**config.mk**
```make
export PLATFORM = sky130hd
export DESIGN_NAME = wide_narrow_bridge
export DESIGN_NICKNAME = d
export VERILOG_FILES = /design/src/rtl/bridge_pkg.sv /design/src/rtl/lb_sequencer.sv /design/src/rtl/tx_slot.sv /design/src/rtl/rx_slot.sv /design/src/rtl/wide_narrow_bridge.sv
export SDC_FILE = /design/constraint.sdc
export NUM_CORES = 1
export LEC_CHECK = 0
export BUFFER_PORTS_ARGS = -buffer_cell sky130_fd_sc_hd__buf_2
export CORE_MARGIN = 5
export CORE_UTILIZATION = 50
export DETAILED_ROUTE_END_ITERATION = 8
export PLACE_DENSITY = 0.7
export RECOVER_POWER = 50
export SYNTH_ARGS = -nofsm -noshare
export SYNTH_HDL_FRONTEND = slang
export SYNTH_SLANG_ARGS = --single-unit
```
**constraint.sdc**
```tcl
create_clock -name clk_i -period 7.2 [get_ports clk_i]
set_input_delay 0.36 -clock clk_i [delete_from_list [all_inputs] [get_ports clk_i]]
set_output_delay 0.36 -clock clk_i [all_outputs]
set_load 0.02 [all_outputs]
```
**src/rtl/bridge_pkg.sv**
```systemverilog
package bridge_pkg;
  typedef enum logic [1:0] {
    S_IDLE = 2'd0,
    S_STB  = 2'd1,
    S_GAP  = 2'd2
  } seq_state_e;
endpackage

```
**src/rtl/lb_sequencer.sv**
```systemverilog
module lb_sequencer import bridge_pkg::*; #(
  parameter int HW    = 16,
  parameter int NCH   = 2,
  parameter int CNT_W = 4,
  localparam int DW   = 2 * HW,
  localparam int CH_W = (NCH > 1) ? $clog2(NCH) : 1
) (
  input  logic             clk_i,
  input  logic             rst_ni,
  input  logic [NCH-1:0]   req_rx_i,
  input  logic             req_tx_i,
  input  logic [DW-1:0]    tx_word_i,
  input  logic [CNT_W-1:0] stb_len_i,
  input  logic [HW-1:0]    dev_rdata_i,
  output logic             dev_wr_no,
  output logic [NCH-1:0]   dev_rd_no,
  output logic             dev_hi_o,
  output logic [HW-1:0]    dev_wdata_o,
  output logic [DW-1:0]    rx_word_o,
  output logic [NCH-1:0]   rx_done_o,
  output logic             tx_done_o
);
  seq_state_e       state_q;
  logic             op_tx_q, half_q;
  logic [CH_W-1:0]  op_ch_q, pick_ch;
  logic [CNT_W-1:0] cnt_q, len_q, eff_len;
  logic [DW-1:0]    word_q;
  logic             strobing, fin;

  assign eff_len  = (stb_len_i == '0) ? CNT_W'(1) : stb_len_i;
  assign strobing = (state_q == S_STB);
  assign fin      = (state_q == S_GAP) && half_q;

  // lowest index wins
  always_comb begin
    pick_ch = '0;
    for (int i = NCH - 1; i >= 0; i--)
      if (req_rx_i[i]) pick_ch = CH_W'(i);
  end

  always_ff @(posedge clk_i or negedge rst_ni) begin
    if (!rst_ni) begin
      state_q <= S_IDLE;
      op_tx_q <= 1'b0;
      op_ch_q <= '0;
      half_q  <= 1'b0;
      cnt_q   <= '0;
      len_q   <= CNT_W'(1);
      word_q  <= '0;
    end else begin
      case (state_q)
        S_IDLE: begin
          half_q <= 1'b0;
          cnt_q  <= '0;
          len_q  <= eff_len;
          if (|req_rx_i) begin
            op_tx_q <= 1'b0;
            op_ch_q <= pick_ch;
            state_q <= S_STB;
          end else if (req_tx_i) begin
            op_tx_q <= 1'b1;
            state_q <= S_STB;
          end
        end
        S_STB: begin
          if (cnt_q == len_q - CNT_W'(1)) begin
            if (!op_tx_q) begin
              if (half_q) word_q[DW-1:HW] <= dev_rdata_i;
              else        word_q[HW-1:0]  <= dev_rdata_i;
            end
            state_q <= S_GAP;
          end else begin
            cnt_q <= cnt_q + CNT_W'(1);
          end
        end
        S_GAP: begin
          cnt_q <= '0;
          if (half_q) begin
            state_q <= S_IDLE;
          end else begin
            half_q  <= 1'b1;
            state_q <= S_STB;
          end
        end
        default: state_q <= S_IDLE;
      endcase
    end
  end

  assign dev_wr_no   = !(strobing && op_tx_q);
  assign dev_hi_o    = half_q;
  assign dev_wdata_o = half_q ? tx_word_i[DW-1:HW] : tx_word_i[HW-1:0];
  assign rx_word_o   = word_q;
  assign tx_done_o   = fin && op_tx_q;

  for (genvar c = 0; c < NCH; c++) begin : g_ch
    assign dev_rd_no[c] = !(strobing && !op_tx_q && (op_ch_q == CH_W'(c)));
    assign rx_done_o[c] = fin && !op_tx_q && (op_ch_q == CH_W'(c));
  end


  half_gap_chk: assert property (@(posedge clk_i) disable iff (!rst_ni)
    ($past(strobing) && !strobing && !dev_hi_o) |=> (strobing && dev_hi_o));

  half_stable_chk: assert property (@(posedge clk_i) disable iff (!rst_ni)
    (strobing && $past(strobing)) |-> $stable(dev_hi_o));

  ch0_first_chk: assert property (@(posedge clk_i) disable iff (!rst_ni)
    (state_q == S_IDLE && req_rx_i[0]) |=> !dev_rd_no[0]);

  one_strobe_chk: assert property (@(posedge clk_i) disable iff (!rst_ni)
    $onehot0({~dev_rd_no, ~dev_wr_no}));
endmodule

```
**src/rtl/tx_slot.sv**
```systemverilog
module tx_slot #(
  parameter int DW = 32
) (
  input  logic          clk_i,
  input  logic          rst_ni,
  input  logic          wr_i,
  input  logic [DW-1:0] wdata_i,
  input  logic          done_i,
  input  logic          clr_i,
  output logic          pend_o,
  output logic          ovr_o,
  output logic [DW-1:0] data_o
);
  logic          pend_q, ovr_q;
  logic [DW-1:0] data_q;

  always_ff @(posedge clk_i or negedge rst_ni) begin
    if (!rst_ni) begin
      pend_q <= 1'b0;
      ovr_q  <= 1'b0;
      data_q <= '0;
    end else begin
      if (wr_i && !pend_q) begin
        data_q <= wdata_i;
        pend_q <= 1'b1;
      end else if (done_i) begin
        pend_q <= 1'b0;
      end
      if (wr_i && pend_q) ovr_q <= 1'b1;
      else if (clr_i)     ovr_q <= 1'b0;
    end
  end

  assign pend_o = pend_q;
  assign ovr_o  = ovr_q;
  assign data_o = data_q;


  tx_drop_chk: assert property (@(posedge clk_i) disable iff (!rst_ni)
    (wr_i && pend_q) |=> ($stable(data_q) && ovr_q));

  tx_take_chk: assert property (@(posedge clk_i) disable iff (!rst_ni)
    (wr_i && !pend_q) |=> pend_q);
endmodule

```
**src/rtl/rx_slot.sv**
```systemverilog
module rx_slot #(
  parameter int DW = 32
) (
  input  logic          clk_i,
  input  logic          rst_ni,
  input  logic          done_i,
  input  logic [DW-1:0] word_i,
  input  logic          rd_i,
  input  logic          clr_i,
  output logic          rdy_o,
  output logic          ovr_o,
  output logic [DW-1:0] data_o
);
  logic          rdy_q, ovr_q;
  logic [DW-1:0] data_q;

  always_ff @(posedge clk_i or negedge rst_ni) begin
    if (!rst_ni) begin
      rdy_q  <= 1'b0;
      ovr_q  <= 1'b0;
      data_q <= '0;
    end else begin
      // a read in the same cycle frees the slot for the new word
      if (done_i && (!rdy_q || rd_i)) begin
        data_q <= word_i;
        rdy_q  <= 1'b1;
      end else if (rd_i) begin
        rdy_q <= 1'b0;
      end
      if (done_i && rdy_q && !rd_i) ovr_q <= 1'b1;
      else if (clr_i)               ovr_q <= 1'b0;
    end
  end

  assign rdy_o  = rdy_q;
  assign ovr_o  = ovr_q;
  assign data_o = data_q;


  rx_keep_chk: assert property (@(posedge clk_i) disable iff (!rst_ni)
    (done_i && rdy_q && !rd_i) |=> ($stable(data_q) && ovr_q));

  rx_clear_chk: assert property (@(posedge clk_i) disable iff (!rst_ni)
    (rd_i && !done_i) |=> !rdy_q);
endmodule

```
**src/rtl/wide_narrow_bridge.sv**
```systemverilog
module wide_narrow_bridge #(
  parameter int HW      = 16,
  parameter int NCH     = 2,
  parameter int CNT_W   = 4,
  parameter int ADDR_W  = 3,
  parameter int STB_RST = 2,
  localparam int DW     = 2 * HW,
  localparam int RX_BASE = 3
) (
  input  logic              clk_i,
  input  logic              rst_ni,
  input  logic              hst_wr_i,
  input  logic              hst_rd_i,
  input  logic [ADDR_W-1:0] hst_addr_i,
  input  logic [DW-1:0]     hst_wdata_i,
  output logic [DW-1:0]     hst_rdata_o,
  output logic              dev_wr_no,
  output logic [NCH-1:0]    dev_rd_no,
  output logic              dev_hi_o,
  output logic [HW-1:0]     dev_wdata_o,
  input  logic [HW-1:0]     dev_rdata_i,
  input  logic [NCH-1:0]    dev_avail_i
);
  localparam int STAT_W = 2 + 2 * NCH;

  logic             stat_rd, tx_wr, cfg_wr;
  logic             tx_pend, tx_ovr, tx_done;
  logic [DW-1:0]    tx_data, rx_word;
  logic [CNT_W-1:0] cfg_q;
  logic [NCH-1:0]   rx_done, rx_rd, rx_rdy, rx_ovr;
  logic [DW-1:0]    rx_data [NCH];
  logic [STAT_W-1:0] stat;

  assign stat_rd = hst_rd_i && (hst_addr_i == ADDR_W'(0));
  assign tx_wr   = hst_wr_i && (hst_addr_i == ADDR_W'(1));
  assign cfg_wr  = hst_wr_i && (hst_addr_i == ADDR_W'(2));

  always_ff @(posedge clk_i or negedge rst_ni) begin
    if (!rst_ni)     cfg_q <= CNT_W'(STB_RST);
    else if (cfg_wr) cfg_q <= hst_wdata_i[CNT_W-1:0];
  end

  tx_slot #(.DW(DW)) u_tx (
    .clk_i, .rst_ni,
    .wr_i(tx_wr), .wdata_i(hst_wdata_i), .done_i(tx_done), .clr_i(stat_rd),
    .pend_o(tx_pend), .ovr_o(tx_ovr), .data_o(tx_data)
  );

  for (genvar c = 0; c < NCH; c++) begin : g_rx
    assign rx_rd[c] = hst_rd_i && (hst_addr_i == ADDR_W'(RX_BASE + c));
    rx_slot #(.DW(DW)) u_rx (
      .clk_i, .rst_ni,
      .done_i(rx_done[c]), .word_i(rx_word), .rd_i(rx_rd[c]), .clr_i(stat_rd),
      .rdy_o(rx_rdy[c]), .ovr_o(rx_ovr[c]), .data_o(rx_data[c])
    );
    assign stat[2+2*c] = rx_rdy[c];
    assign stat[3+2*c] = rx_ovr[c];
  end
  assign stat[0] = !tx_pend;
  assign stat[1] = tx_ovr;

  lb_sequencer #(.HW(HW), .NCH(NCH), .CNT_W(CNT_W)) u_seq (
    .clk_i, .rst_ni,
    .req_rx_i(dev_avail_i), .req_tx_i(tx_pend), .tx_word_i(tx_data),
    .stb_len_i(cfg_q), .dev_rdata_i,
    .dev_wr_no, .dev_rd_no, .dev_hi_o, .dev_wdata_o,
    .rx_word_o(rx_word), .rx_done_o(rx_done), .tx_done_o(tx_done)
  );

  always_comb begin
    hst_rdata_o = '0;
    if (hst_addr_i == ADDR_W'(0)) hst_rdata_o = DW'(stat);
    else if (hst_addr_i == ADDR_W'(2)) hst_rdata_o = DW'(cfg_q);
    for (int c = 0; c < NCH; c++)
      if (hst_addr_i == ADDR_W'(RX_BASE + c)) hst_rdata_o = rx_data[c];
  end


  idle_bus_chk: assert property (@(posedge clk_i) disable iff (!rst_ni)
    $rose(rst_ni) |-> (dev_wr_no && (&dev_rd_no)));

  rx_indep_chk: assert property (@(posedge clk_i) disable iff (!rst_ni)
    (rx_rd[0] && !rx_done[1]) |=> $stable(rx_rdy[1]));
endmodule

```
==> flow_metrics.tcl, run 1 <==
set metrics [dict create \
    status "finished with violations" \
    violations "max-capacitance violations, max-slew violations" \
    fin_skew_ns 0.00810 \
    synth_cell_types 46 \
    drtAntennaViolNets 0 \
    end_kind "primary output" \
    fin_tns_setup_ns 0 \
    cts_max_level 4 \
    fillers 1061 \
    num_antenna_cells 0 \
    nets 638 \
    cts.sinks 151 \
    synthesis.nets 530 \
    grt_usage 0.193 \
    drc 0 \
    p_leak_uw 0.00382 \
    start_util 0.515 \
    ys_ff_latch 151 \
    ios 109 \
    core_area_mm2 0.0127 \
    seqPwrFrac 0.421 \
    ys.flop_type "dfrtp_1" \
    cp-start-kind "primary input" \
    switchingPower_uw 788 \
    dp_cells 731 \
    dr.pass1.iters 4 \
    root_buffer "clkbuf_16" \
    path_class "in -> out" \
    maxSlewViolCount 63 \
    route.met3.wl_um 812 \
    drtIter0Drc 190 \
    grt_pass1_vias 4613 \
    final_layout_size_suffix_gt1_frac 0.456 \
    top_layer_used "met4" \
    dieArea_mm2 0.0155 \
    antenna_found_initial 0 \
    rsz0062_at_grt "false" \
    cts_tree "yes" \
    cpMaxStageDelayCell "clkbuf_1" \
    yosys.area.top_type "dfrtp_1" \
    rows 41 \
    setup_viol 0 \
    synth_area_per_cell_um2 13.9 \
    synthArstFlopShare 1.00 \
    maxCapViolations 2 \
    ys_seq_area_frac 0.577 \
    yosys.area.top_type_share 0.569 \
    grt_max_degree 81 \
    cp.arrival_ns 2.97 \
    met2_length_um 6970 \
    ir_drop_v 0.000219 \
    clock_latency_ns 0.42 \
    power_frac_comb 0.228 \
    die_x_um 125 \
    area_growth_pct 19.5 \
    cts_buffer_depth 2 \
    cp_data_required_time_ns 6.84 \
    wl_um 14200 \
    period_share 0.463 \
    grt.overflow.total 0 \
    worstHoldPathType "in -> reg" \
    vias 4251 \
    post-route-min-period_ns 3.33 \
    pwr-share-clk 0.351 \
    power.share.switching 0.301 \
    crit_fanout 29 \
    routedWlPerCell_um 18.6 \
    yosys_warnings 0 \
    cpPeakStageDelay_ns 1.17 \
    grt_pass1_wl_um 23900 \
    cp_common_cell "clkbuf_1" \
    final_cell_mix "mux2_2, dfrtp_1, buf_2" \
    finalNonFillerCells 764 \
    post_cts_resized 0 \
    path_cells "clkbuf_1 > nor3b_1 > clkbuf_1 > nand2_1 > o21ai_0 > clkbuf_1" \
    io_buffers 108 \
    max_freq_mhz 300 \
    syn-instance-count 471 \
    hold_viol 0 \
    relSlewSlack -0.164 \
    layout_commonest_cell "mux2_2" \
    internal_power_uw 1830 \
    yosys-top-cells-area "dfrtp_1, mux2_2, a22o_1" \
    hpwlAfterDp_um 9300 \
    viasPerCell 5.56 \
    tightest_slew_ns 1.75 \
    synth_edf_count 0 \
    cts.reportedPaths.clkPinSlew_ns 0.06 \
    power_density_mw_per_mm2 334 \
    die_y_um 125 \
    synth_area_mm2 0.00656 \
    cts_buffers 17 \
    drt-met1-wl_um 6170 \
    gp_congestion 0.852 \
]
## cells in the mapped netlist, types with 2 or more instances
library cell  number
mux2_2           154
dfrtp_1          149
a22o_1            26
nand2_1           25
o21ai_0           14
clkbuf_1          12
nor2_1            11
a21oi_1            9
buf_1              6
buf_2              5
inv_1              5
a22oi_1            4
nand2b_1           3
nand3_1            3
nor3_1             3
o31ai_1            3
xnor2_1            3
a31oi_1            2
and3_1             2
dfstp_2            2
ha_1               2
nand3b_1           2
nor3b_1            2
xor2_1             2
## per-layer routing
metal / vias to the layer above / track usage
met3: 17 / 0.0579
li1: 1926 / -
met2: 117 / 0.311
met1: 2191 / 0.247
met5: - / 0
met4: 0 / 0.0709
## power groups by stage
| stage | registers [uW] | logic [uW] | clock network (uW) |
|---|---|---|---|
| finish | 1100 | 598 | 920 |
| global route | 1120 | 665 | 972 |
| CTS | 1100 | 612 | 933 |
| detailed placement | 1110 | 608 | 0 |
| global placement | 1110 | 591 | 0 |
| floorplan | 1050 | 500 | 0 |
## cells by family after synthesis
| kind of cell | share of synthesized area |
|---|---|
| flip-flops | 0.577 |
| buffers and inverters | 0.0221 |
| XOR/XNOR | 0.0105 |
| multiplexers | 0.266 |
| AND/OR/NAND/NOR | 0.0517 |
| adder cells (fa/ha/maj) | 0.00382 |
| AO/OA/AOI/OAI | 0.0689 |
## what timing repair did
action / 4_1_cts / 5_1_grt
setup buffers: 0 / 0
endpoints found under the hold margin: 71 / 0
hold buffers: 1 / 0
## metrics by stage
| stage | hold WS, ns | util | instance area, um^2 | setup slack, ns | power [uW] |
|---|---|---|---|---|---|
| floorplan | 0.0644 | - | 6560 | 4.62 | 1550 |
| detailed placement | 0.410 | 0.571 | 7260 | 4.12 | 1720 |
| CTS | 0.102 | 0.621 | 7900 | 4.11 | 2650 |
| global route | 0.115 | 0.615 | 7830 | 3.62 | 2760 |
| finish | 0.116 | 0.615 | 7830 | 3.87 | 2620 |
| global placement | 0.402 | 0.571 | 7260 | 4.18 | 1700 |
## area by class of cell
| type | count | area (um^2) | share of cell area |
|---|---|---|---|
| clock inverters | 7 | 115 | 0.0147 |
| repair buffers | 115 | 548 | 0.0700 |
| clock buffers | 25 | 505 | 0.0646 |
| flip-flops and latches | 151 | 3780 | 0.483 |
| multi-input cells | 289 | 2650 | 0.338 |
| inverters | 5 | 18.8 | 0.00240 |
| well taps | 172 | 215 | 0.0275 |
## worst max-delay path, delay by kind of cell
kind / cells / cell delay, ns
AOI/OAI and AO/OA: 1 / 0.22
buffers and inverters: 3 / 1.67
and+or+nand+nor: 2 / 0.71
## path summary, 6_finish.rpt
kind / end / slack (ns) / cells past startpoint / from
setup / recovery: hst_rdata_o[2] / 3.87 / 6 / hst_addr_i[1]
hold / removal: u_seq.op_ch_q / 0.12 / 2 / dev_avail_i[0]
setup reg to reg: u_seq.rx_word_o[10] / 4.14 / 6 / u_seq.len_q[0]
hold reg to reg: g_rx[0].u_rx.ovr_o / 0.49 / 2 / g_rx[0].u_rx.ovr_o
max in group asynchronous: u_seq.cnt_q[0] / 5.27 / 3 / rst_ni
min in group asynchronous: g_rx[1].u_rx.data_o[14] / 0.50 / 2 / rst_ni
## state kept, by name (all words and copies together) (netlist names)
name / count
u_tx.pend_o: 1
u_seq.rx_word_o: 32
cfg_q: 4
g_rx.u_rx.ovr_o: 2
u_tx.data_o: 32
u_tx.ovr_o: 1
g_rx.u_rx.rdy_o: 2
g_rx.u_rx.data_o: 64
u_seq.op_ch_q: 1
u_seq.state_q: 2
u_seq.op_tx_q: 1
u_seq.dev_hi_o: 1
u_seq.cnt_q: 4
u_seq.len_q: 4
Note: power is estimated with default switching activity, not from simulation.
==> run 2: changes to the inputs <==
Settings changed: PLACE_DENSITY 0.7 to 0.73.
Clock period 7.2 ns to 2.8 ns, I/O delays scaled along.
==> run 2 against run 1 <==
Net effect:
- the flow now finishes without violations
- sequential share of layout area is 3.4 points lower
- highest routed layer is now met5
- register-to-register slack got worse by 3.8 ns
- cell count up 7.5%
==> flow_metrics.tcl, run 2 (same netlist as run 1, synthesis figures left out) <==
set metrics [dict create \
    rows 41 \
    largest_reg_flops 64 \
    reg2reg_depth 7 \
    ir_drop_v 0.000470 \
    rsz0062_at_grt "false" \
    die_y_um 125 \
    viasPerCell 5.36 \
    grt_pass1_vias 4862 \
    cts_tree "yes" \
    area_growth_pct 28.4 \
    hpwlAfterDp_um 9370 \
    post-route-min-period_ns 2.48 \
    grt_usage 0.199 \
    path_cells "inv_1 > ha_1 > xor3_2 > or4_4 > nor3_4 > buf_12 > mux2_2" \
    cts.reportedPaths.clkPinSlew_ns 0.06 \
    cpPeakStageDelay_ns 0.54 \
    routedWlPerCell_um 18.1 \
    core_area_mm2 0.0127 \
    vias 4404 \
    p_leak_uw 0.00418 \
    final_layout_size_suffix_gt1_frac 0.475 \
    rrSetupSlack_ns 0.32 \
    relSlewSlack 0.239 \
    wl_um 14900 \
    grt_pass1_wl_um 24800 \
    max_freq_mhz 403 \
    status "complete, no violations" \
    start_util 0.515 \
    hold_path_depth 3 \
    maxCapViolations 0 \
    period_share 0.887 \
    worstHoldPathType "in -> reg" \
    r2r-start "u_seq.len_q[0]" \
    grt_max_degree 95 \
    io_buffers 108 \
    clock_latency_ns 0.42 \
    cpMaxStageDelayCell "dfstp_2" \
    die_x_um 125 \
    drc 0 \
    cp.arrival_ns 2.78 \
    hold_end "u_tx.pend_o" \
    layout_commonest_cell "mux2_2" \
    cp_data_required_time_ns 3.10 \
    tightest_slew_ns 1.14 \
    cts_buffer_depth 2 \
    power_density_mw_per_mm2 800 \
    num_antenna_cells 0 \
    dieArea_mm2 0.0155 \
    root_buffer "clkbuf_16" \
    cts.sinks 151 \
    drtAntennaViolNets 0 \
    fin_tns_setup_ns 0 \
    hold_viol 0 \
    maxSlewViolCount 0 \
    cts_buffers 17 \
    antenna_found_initial 1 \
    fin_skew_ns 0.00670 \
    cts_max_level 4 \
    grt.overflow.total 0 \
    drtIter0Drc 253 \
    path_class "reg -> reg" \
    ios 109 \
    setup_viol 0 \
    hp-start "hst_wr_i" \
    dr.pass1.iters 4 \
    gp_congestion 0.828 \
    final_util 0.662 \
    crit_fanout 16 \
    cp-start-kind "register" \
    nets 695 \
    final_cell_mix "mux2_2, dfrtp_1, buf_2" \
    end_kind "register" \
    r2r-end "u_seq.rx_word_o[13]" \
]
[run 2: changes by cell type in the layout (fill, tap and decap cells not counted), sizes merged]
cell / delta
dlygate4sd3: +51
clkbuf: -31
clkinv: +1
bufinv: -1
buf: +37
[run 2: per-stage QoR]
stage	total power (uW)	instances	setup WS [ns]	hold slack, ns	cell area (um^2)
floorplan	3990	471	0.220	-0.156	6560
global placement	4390	737	0.364	0.253	7330
detailed placement	4470	737	0.328	0.278	7330
CTS	6770	821	0.303	0.0664	8430
global route	7060	821	0.223	0.0855	8420
finish	6730	821	0.317	0.0907	8420
[run 2: timing repair]
item,4_1_cts,5_1_grt
hold buffers,52,0
buffers inserted,0,0
endpoints found under the hold margin,159,0
gates resized for setup,0,0
[run 2: power by group]
group	leakage [uW]	internal, uW	total (uW)	switching [uW]
Clock	0.000277	1380	2220	841
Sequential	0.00203	2500	2780	284
Combinational	0.00188	809	1730	916
[run 2: final cells by class]
| class | instances | area (um^2) |
|---|---|---|
| fill | 948 | 4300 |
| sequential | 151 | 3780 |
| multi-input combinational | 289 | 2660 |
| timing repair buffer | 172 | 1170 |
| clock buffer | 25 | 485 |
| tap | 172 | 215 |
| clock inverter | 7 | 93.8 |
| inverter | 5 | 18.8 |
[run 2: critical path: cells and delay by family (launching register included)]
family | cells | cell delay, ns
multiplexers | 1 | 0.35
flip-flops | 1 | 0.54
AND/OR/NAND/NOR | 2 | 0.60
buffers and inverters | 2 | 0.25
adder cells (fa/ha/maj) | 1 | 0.23
XOR/XNOR | 1 | 0.39
[run 2: per-layer routing]
layer  routed length (um)  global-route usage
met1                 6370               0.242
met2                 7580               0.336
met3                  588              0.0583
met4                  310              0.0767
met5                    7                   0
[run 2: worst max-delay path by stage]
stage	slack, ns	from	to
2_1_floorplan	0.22	u_seq.len_q[0]	u_seq.rx_word_o[0]
3_3_place_gp	0.36	u_seq.len_q[0]	u_seq.rx_word_o[9]
3_5_place_dp	0.33	u_seq.len_q[0]	u_seq.rx_word_o[9]
4_1_cts	0.30	u_seq.len_q[0]	u_seq.rx_word_o[13]
5_1_grt	0.22	u_seq.len_q[0]	u_seq.rx_word_o[30]
6_report	0.32	u_seq.len_q[0]	u_seq.rx_word_o[13]
==> run 3: changes to the inputs <==
Settings changed: HOLD_SLACK_MARGIN from default to 0.15.
==> run 3 against run 2 <==
Net effect:
- the flow now finishes with violations (max-capacitance violations, max-slew violations)
- sequential share of layout area down 0.11 points
- cell count rose by 0.24%
- final area rose by 0.24%
- sequential cell count unchanged
- setup slack is essentially flat
- highest routed layer unchanged
==> flow_metrics.tcl, run 3 (same netlist as run 1, synthesis figures left out) <==
set metrics [dict create \
    status "finished with violations" \
    violations "max-capacitance violations, max-slew violations" \
    cpPeakStageDelay_ns 0.54 \
    dr.pass1.iters 5 \
    die_y_um 125 \
    die_x_um 125 \
    grt_max_degree 95 \
    grt_usage 0.199 \
    gp_congestion 0.828 \
    tightest_slew_ns 1.74 \
    path_class "reg -> reg" \
    antenna_found_initial 1 \
    cts_tree "yes" \
    period_share 0.887 \
    grt_busiest_layer "met2" \
    cts_buffer_depth 2 \
    path_cells "inv_1 > ha_1 > xor3_2 > or4_4 > nor3_4 > buf_12 > mux2_2" \
    io_buffers 108 \
    grt_pass1_vias 4887 \
    post-route-min-period_ns 2.48 \
    viasPerCell 5.41 \
    power_density_mw_per_mm2 798 \
    fin_ws_ns 0.317 \
    end_kind "register" \
    layout_commonest_cell "mux2_2" \
    grt.overflow.total 0 \
    cpMaxStageDelayCell "dfstp_2" \
    fin_skew_ns 0.00695 \
    cts.reportedPaths.clkPinSlew_ns 0.06 \
    cts_max_level 4 \
    met3_usage 0.0579 \
    relSlewSlack -0.162 \
    maxCapViolations 1 \
    hpwlAfterDp_um 9370 \
    drtAntennaViolNets 0 \
    regArea_mm2 0.00378 \
    drtIter0Drc 231 \
    final_cell_mix "mux2_2, dfrtp_1, buf_2" \
    cp.arrival_ns 2.78 \
    hold_viol 0 \
    routedWlPerCell_um 18.0 \
    postCtsSetupBuffers 0 \
    final_layout_size_suffix_gt1_frac 0.475 \
    nets 697 \
    post_cts_resized 0 \
    num_antenna_cells 0 \
    area_growth_pct 28.7 \
    grt_pass1_wl_um 24800 \
    gr-usage-met2 0.336 \
    maxSlewViolCount 33 \
    p_leak_uw 0.00419 \
    cp_data_required_time_ns 3.10 \
    holdWs_ns 0.193 \
    ir_drop_v 0.000470 \
    vias 4449 \
    ios 109 \
    crit_fanout 16 \
    drc 0 \
    clock_latency_ns 0.42 \
    core_area_mm2 0.0127 \
    worstHoldPathType "in -> reg" \
    fin_tns_setup_ns 0 \
    cts_buffers 17 \
    cp-start-kind "register" \
    largest_reg_flops 64 \
    rows 41 \
    fillers 941 \
    multiInputGateArea_mm2 0.00266 \
    dieArea_mm2 0.0155 \
    place_ws_ns 0.328 \
    rsz0062_at_grt "false" \
    cts.sinks 151 \
    setup_viol 0 \
    start_util 0.515 \
    root_buffer "clkbuf_16" \
    max_freq_mhz 403 \
    wl_um 14800 \
    met1_usage 0.242 \
]
==> run 3: changes by cell type in the layout (fill, tap and decap cells not counted), sizes merged <==
cell         delta
dlygate4sd3     +2
buf             +1
clkbuf          -1
==> run 3: metal layers <==
metal  share of wire  routed length (um)
met5         0.00047                   7
met4           0.018                 267
met1            0.43                6360
met3           0.041                 611
met2            0.51                7570
==> run 3: critical path, delay by kind of cell, from the launching register on <==
family | cells | cell delay [ns]
mux | 1 | 0.35
xor+xnor | 1 | 0.39
buf+inv | 2 | 0.25
fa+ha+maj | 1 | 0.23
flops | 1 | 0.54
simple gates | 2 | 0.60
==> run 3: repair_timing <==
item	4_1_cts	5_1_grt
endpoints found under the hold margin	165	0
setup endpoints to repair	0	0
hold buffers	54	0
==> run 3: worst paths after layout <==
check / startpoint / to / slack [ns] / cells past startpoint
max: u_seq.len_q[0] / u_seq.rx_word_o[13] / 0.32 / 7
min: hst_addr_i[0] / u_tx.pend_o / 0.19 / 3
max reg2reg: u_seq.len_q[0] / u_seq.rx_word_o[13] / 0.32 / 7
min reg2reg: g_rx[1].u_rx.data_o[28] / g_rx[1].u_rx.data_o[28] / 0.51 / 1
max in group asynchronous: rst_ni / u_seq.rx_word_o[2] / 0.88 / 3
min in group asynchronous: rst_ni / u_tx.data_o[21] / 0.36 / 2
==> run 3: power by group <==
group	switching [uW]	leakage, uW	internal [uW]
sequential	284	0.00203	2500
combinational	916	0.00189	812
clock	842	0.000277	1380
total	2040	0.00419	4690
==> run 3: layout make-up <==
type,instances,area share
Clock buffer,25,0.0575
Inverter,5,0.00222
Tap cell,172,0.0255
Clock inverter,7,0.0111
Sequential cell,151,0.448
Timing Repair Buffer,174,0.141
Multi-Input combinational cell,289,0.315
==> run 3: metrics by stage <==
step	instance area [um^2]	instances	util	total power (uW)
after floorplan	6560	471	-	3990
after global placement	7330	737	0.577	4390
after detailed placement	7330	737	0.577	4470
after CTS	8450	823	0.665	6770
after global routing	8440	823	0.663	7060
final	8440	823	0.663	6740
